<file path="src/rtl/chipset_shadow_cfg.sv">
module chipset_shadow_cfg #(
  parameter logic [7:0] PTR_PORT   = 8'hEC,
  parameter logic [7:0] DATA_PORT  = 8'hED,
  parameter logic [7:0] A20_PORT   = 8'hEE,
  parameter logic [7:0] RST_PORT   = 8'hEF,
  parameter logic [7:0] ID_VALUE   = 8'h90,
  parameter int         LAST_IDX   = 36,
  parameter int         SHADOW_IDX = 13,
  parameter int         GROUPS     = 6,
  parameter int         FIELDS     = 4
) (
  input  logic        clk,
  input  logic        rst_n,
  input  logic [7:0]  io_addr,
  input  logic        io_wr,
  input  logic        io_rd,
  input  logic [7:0]  io_wdata,
  output logic [7:0]  io_rdata,
  input  logic [19:0] mem_addr,
  input  logic        mem_we,
  output logic        mem_internal,
  output logic [23:0] seg_rd_int,
  output logic [23:0] seg_wr_int,
  output logic        a20_gate,
  output logic        cpu_reset
);
  localparam int NSEG      = GROUPS * FIELDS;
  localparam int FIRST_BLK = 64 - NSEG;

  logic [7:0] ptr;
  logic [7:0] cfg [0:LAST_IDX];

  wire ptr_ok   = (ptr >= 8'd1) && (ptr <= 8'(LAST_IDX));
  wire data_wr  = io_wr && (io_addr == DATA_PORT);
  wire a20_clr  = io_wr && (io_addr == A20_PORT);
  wire a20_set  = io_rd && (io_addr == A20_PORT);
  wire rst_hit  = io_rd && (io_addr == RST_PORT);

  always_ff @(posedge clk) begin
    if (!rst_n) begin
      ptr       <= 8'h00;
      a20_gate  <= 1'b0;
      cpu_reset <= 1'b0;
      for (int i = 0; i <= LAST_IDX; i++) cfg[i] <= 8'h00;
    end else begin
      cpu_reset <= rst_hit;
      if (io_wr && io_addr == PTR_PORT) ptr <= io_wdata;
      if (data_wr && ptr_ok) cfg[ptr[5:0]] <= io_wdata;
      if (a20_clr)      a20_gate <= 1'b0;
      else if (a20_set) a20_gate <= 1'b1;
    end
  end

  always_comb begin
    io_rdata = 8'hFF;
    if (io_addr == PTR_PORT) io_rdata = ptr;
    else if (io_addr == DATA_PORT) begin
      if (ptr == 8'h00)   io_rdata = ID_VALUE;
      else if (ptr_ok)    io_rdata = cfg[ptr[5:0]];
      else                io_rdata = 8'h00;
    end
  end

  for (genvar g = 0; g < GROUPS; g++) begin : g_grp
    for (genvar k = 0; k < FIELDS; k++) begin : g_fld
      assign seg_rd_int[g*FIELDS+k] = cfg[SHADOW_IDX+g][2*k+1];
      assign seg_wr_int[g*FIELDS+k] = cfg[SHADOW_IDX+g][2*k];
    end
  end

  wire [5:0] blk   = mem_addr[19:14];
  wire       upper = blk >= 6'(FIRST_BLK);
  wire [4:0] seg   = 5'(blk - 6'(FIRST_BLK));
  assign mem_internal = upper && (mem_we ? seg_wr_int[seg] : seg_rd_int[seg]);


  reset_pulse_chk: assert property (@(posedge clk) disable iff (!rst_n)
    cpu_reset |-> $past(io_rd && io_addr == RST_PORT));

  a20_clear_chk: assert property (@(posedge clk) disable iff (!rst_n)
    (io_wr && io_addr == A20_PORT) |=> !a20_gate);

  a20_set_chk: assert property (@(posedge clk) disable iff (!rst_n)
    (io_rd && io_addr == A20_PORT && !(io_wr && io_addr == A20_PORT)) |=> a20_gate);

  id_read_chk: assert property (@(posedge clk) disable iff (!rst_n)
    (io_addr == DATA_PORT && ptr == 8'h00) |-> io_rdata == ID_VALUE);

  ignored_write_chk: assert property (@(posedge clk) disable iff (!rst_n)
    (data_wr && !ptr_ok && !(io_wr && io_addr == PTR_PORT)) |=>
      ($stable(seg_rd_int) && $stable(seg_wr_int)));

  low_mem_chk: assert property (@(posedge clk) disable iff (!rst_n)
    (mem_addr < 20'hA0000) |-> !mem_internal);
endmodule

</file>
<file path="config.mk">
export PLATFORM = sky130hd
export DESIGN_NAME = chipset_shadow_cfg
export DESIGN_NICKNAME = d
export VERILOG_FILES = /design/src/rtl/chipset_shadow_cfg.sv
export SDC_FILE = /design/constraint.sdc
export NUM_CORES = 1
export LEC_CHECK = 0
export BUFFER_PORTS_ARGS = -buffer_cell sky130_fd_sc_hd__buf_2
export CAP_MARGIN = 5
export CELL_PAD_IN_SITES_DETAIL_PLACEMENT = 0
export CELL_PAD_IN_SITES_GLOBAL_PLACEMENT = 2
export CORE_UTILIZATION = 47
export CTS_CLUSTER_SIZE = 25
export DETAILED_ROUTE_END_ITERATION = 8
export GPL_ROUTABILITY_DRIVEN = 0
export MAX_ROUTING_LAYER = met4
export PLACE_DENSITY = 0.89
export REMOVE_ABC_BUFFERS = 1
export SLEW_MARGIN = 20
export SYNTH_ARGS = -nofsm -noshare
export SYNTH_HDL_FRONTEND = slang
export SYNTH_SLANG_ARGS = --single-unit
</file>
<file path="constraint.sdc">
create_clock -name clk -period 4.8 [get_ports clk]
set_input_delay 1.44 -clock clk [delete_from_list [all_inputs] [get_ports clk]]
set_output_delay 1.44 -clock clk [all_outputs]
set_load 0.02 [all_outputs]
</file>
# After elaboration in Yosys (flattened, before gate mapping)
# Memories as Yosys holds them, arrays and structs flattened. A register that Yosys moved wholly into a read port is not among the register bits.
# Cells that the tools add are included.
dict set report word_totals {
  regBits 10
  ramBits 296
  inputBits 41
  out_inout_bits 59
  word_cells 43
  n_memories 1
}
# name words width rd rd_ports_with_merged_regs wr line_no
set mem_list {}
lappend mem_list {cfg 37 8 7 1 37 31} ;# logic [7:0] cfg [0:LAST_IDX];
dict set report op_classes {
  n_addsub 1
  magnitude_cmp 4
  eq_ne 4
  mux 18
  n_bitwise 1
  n_reduce_logical 11
}
# op n
set op_table {}
lappend op_table {{$mux W8} 5}
lappend op_table {{$eq A8 B8 Y1 const B} 4}
lappend op_table {{$mux W6} 3}
lappend op_table {{$bmux W1 S5} 2}
lappend op_table {{$ge A8 B1 Y1 const B} 1}
lappend op_table {{$le A8 B6 Y1 const B} 1}
lappend op_table {{$logic_and A1 B1 Y1} 8}
lappend op_table {{$logic_not A8 Y1} 1}
lappend op_table {{$mux W1} 8}
lappend op_table {{$reduce_or A8 Y1} 1}
lappend op_table {{$ge A6 B6 Y1 const B} 1}
lappend op_table {{$lt A5 B6 Y1 const B} 1}
lappend op_table {{$sub A5 B4 Y5 const B} 1}
lappend op_table {{$reduce_or A2 Y1} 1}
lappend op_table {{$not A1 Y1} 1}

# Depth between registers and ports, before layout
dict set report depth {
  ltp_word 8
  mapped_depth 9
  depth_no_buf 5
}

# Worst setup path before layout
# No wires, ideal clock.
dict set report synth_path {
  path_type {input-to-output}
  startpoint {in io_addr[4]}
  endpoint {out io_rdata[0]}
  arrival_ns 3.179
  required_ns 3.360
  setup_slack_ns 0.181
  stages 5
  path_buffers 1
  cell_sequence {nand4b_1 or4_1 buf_1 nor2_1 a2111oi_0}
}
dict set report synth_via {
  elab_chain_len 3
  elab_cells_between_ends 4
  classes_between {2 x eq/ne; 2 x mux}
}
# item line_no
set synth_lines {}
lappend synth_lines {{start: declaration} 14} ;# input logic [7:0] io_addr,
lappend synth_lines {{$eq A8 B8 Y1} 57} ;# else if (io_addr == DATA_PORT) begin
lappend synth_lines {{$mux W8} 57}
lappend synth_lines {{$mux W8 *} 56} ;# if (io_addr == PTR_PORT) io_rdata = ptr;
lappend synth_lines {{end: declaration} 18} ;# output logic [7:0] io_rdata,
# Mark *: on every way between the ends. The rest lies on a longest branch, timed or not.

==> flow_metrics.tcl <==
set metrics [dict create \
    status "complete, no violations" \
    drc 0 \
    required_ns 3.36 \
    synthMostInstantiatedCell "edfxtp_1" \
    ys_async_sr_fraction_pct 0 \
    dp.cells 2289 \
    finalCritPeriodShare_pct 97.9 \
    final_max_slew_viol_count 0 \
    cts.clk_slew.worst_paths_ns 0.06 \
    cp_num_buf_inv 4 \
    detail-route-antenna-nets 0 \
    fmax_mhz 213 \
    dr.pass1.iters 4 \
    hold_buffers 0 \
    slowest_stage "mux4_2" \
    track_usage_pct 22.8 \
    synth_cells 1366 \
    setup_viol 0 \
    num_vias 12900 \
    hold_violations 0 \
    grt_max_degree 65 \
    seq_power_share_pct 54.8 \
    die_w_um 224 \
    crit_type "register to primary output" \
    avgSynthCellArea_um2 16.9 \
    power_uw 9800 \
    cap_violations 0 \
    synth_ff_type "edfxtp_1" \
    cpLargestDelayFamily "multiplexers" \
    slowest_delay_ns 0.50 \
    place_hpwl_mm 35.0 \
    grt_pass1_vias 13200 \
    finalClockSkew_ns 0.0225 \
    timing.hold.ws_ns 0.555 \
    yosys-top-cells-count "512 x edfxtp_1, 290 x and2_1, 128 x mux4_2" \
    die_height_um 224 \
    yosysWarnings 0 \
    ir_drop_mv 0.241 \
    ys_types 50 \
    row_count 80 \
    crit_arrival_ns 3.26 \
    p_clk_share_pct 40.8 \
    powerDensity_nw_per_um2 360 \
    synth_area_leaders "edfxtp_1 67%, mux4_2 12%, and2_1 7.9%, mux2i_1 2.5%, dfxtp_1 1.4%" \
    p_int_uw 7750 \
    critPathCaptureType "primary output" \
    worstMarginPinSlew_ns 1.05 \
    switchingPower_uw 2050 \
    finalWirelength_mm 53.4 \
    core_um2 48000 \
    cts_tree "done" \
    syn-cell-area_um2 23100 \
    cts_root_buf "clkbuf_16" \
    max-clock-path-buffers 3 \
    cts.sinks 528 \
    netSwitchingFraction_pct 20.9 \
    dieArea_um2 50000 \
    p_comb_share_pct 4.3 \
    stdcell_count 2399 \
    area_growth_pct 18.1 \
    ys_seq_elements 528 \
    initialDrtViolationCount 1318 \
    nFillCells 3845 \
    cp-start-kind "register" \
    port_buffers 85 \
    avgViaCountPerCell 5.38 \
    initial_core_util_pct 48.0 \
    maxSlewHeadroom_pct 30.0 \
    cts_made_buffers 55 \
    leakage_uw 0.00986 \
    grt_pass1_wl_mm 81.2 \
    worstPathCellList "buf_12, buf_4, mux4_2, mux2i_2, o22ai_1, a2111oi_0, a2111oi_0, buf_4, buf_2" \
    yosysSeqAreaShare_pct 68.0 \
    path_max_fanout 17 \
    synth_area_leader_cell "edfxtp_1" \
    insertion_delay_ns 0.62 \
    yosysTopAreaCellShare_pct 66.6 \
    nets 1785 \
    antenna_cells 0 \
    grt_setup_unrepaired "false" \
    htree_levels 2 \
    overflow 0 \
    avgRoutedWirePerCell_um 22.3 \
    antenna_found_initial 0 \
    pin_count 100 \
    synth_edf_count 512 \
    layout-drive-gt1-share_pct 23.3 \
    period_needed_ns 4.70 \
    hp-class "register to register" \
]
## final timing paths
kind	slack (ns)	end	start	cells after the start
worst max-delay path	0.10	io_rdata[0]	register	9
worst max register to register	1.97	cfg[3][1]$_SDFFCE_PN0P_	ptr[2]$_SDFFE_PN0P_	5
worst min-delay path	0.56	a20_gate$_SDFFE_PP0P_	a20_gate$_SDFFE_PP0P_	2
worst min register to register	0.56	a20_gate$_SDFFE_PP0P_	a20_gate$_SDFFE_PP0P_	2
## layout make-up
class	count	area (um2)	share of cell area, %
tap	615	769	2.82
multi-input combinational	971	7800	28.6
clock inverter	27	216	0.794
inverter	4	15.0	0.0551
sequential	528	15700	57.6
clock buffer	70	1450	5.33
timing repair buffer	184	1300	4.78
## what timing repair did
action | in CTS | in global routing
resized for setup | 3 | 4
cloned | 0 | 0
setup endpoints to repair | 7 | 5
buffers inserted | 3 | 10
hold endpoints to repair | 0 | 0
pin swaps | 0 | 0
## cells in the final DEF (no fill, tap or decap), drive strengths merged, types with 6 or more instances in the layout
cell	netlist	routed
a2111oi	11	11
a211oi	21	21
and2	290	290
buf	37	184
clkbuf	49	70
clkinv	0	21
conb	1	224
dfxtp	16	16
edfxtp	512	512
inv	4	6
mux2	22	22
mux2i	58	58
mux4	128	128
nand2	9	9
nand2b	7	7
nand3	6	6
nand4	7	7
nor2	64	64
nor2b	15	15
nor4	9	9
o21ai	41	41
o22ai	21	21
## registers in the layout, summed over array words and instances, names as in the netlist, named ones only
name,count
a20_gate,1
cfg,512
cpu_reset,1
ptr,8
## logic make-up (layout without fill, tap and decap cells)
kind of cell,after synthesis,after routing,synth area share (%)
flops,528,528,68.0
compound gates,112,112,3.19
mux,208,208,16.1
other cells,1,224,0.0162
simple gates,427,427,10.8
buf+inv,90,285,1.89
## routing by layer
layer  track usage, %  part of all wire [%]
met1             28.7                    41
met2             37.6                    51
met3             4.00                   5.2
met4             7.53                   2.9
met5                -                     0
## metrics by stage
step	util, %	TNS [ns]	setup slack [ns]	area, um2
2_1_floorplan	-	-24.04	-3.29	23500
3_3_place_gp	52.9	0	0.180	25400
3_5_place_dp	52.9	0	0.127	25400
4_1_cts	56.5	0	0.0315	27100
5_1_grt	56.8	0	0.00327	27300
6_report	56.8	0	0.101	27300
## worst reg2reg max path, stage by stage (launching register included)
cell and delay (ns):
dfxtp_1 0.57, nor3_1 0.14, a21boi_1 0.47, nand4_1 0.59
nor2_1 0.72, and2_1 0.22
## power by group through the flow
| stage | combinational (uW) | clock (uW) | sequential (uW) |
|---|---|---|---|
| after detailed placement | 422 | 0 | 5480 |
| after CTS | 424 | 4080 | 5380 |
| final | 426 | 4000 | 5380 |
| after global routing | 462 | 4240 | 5400 |
| after floorplan | 198 | 0 | 5460 |
| after global placement | 415 | 0 | 5460 |
(Power assumes the default switching activity.)
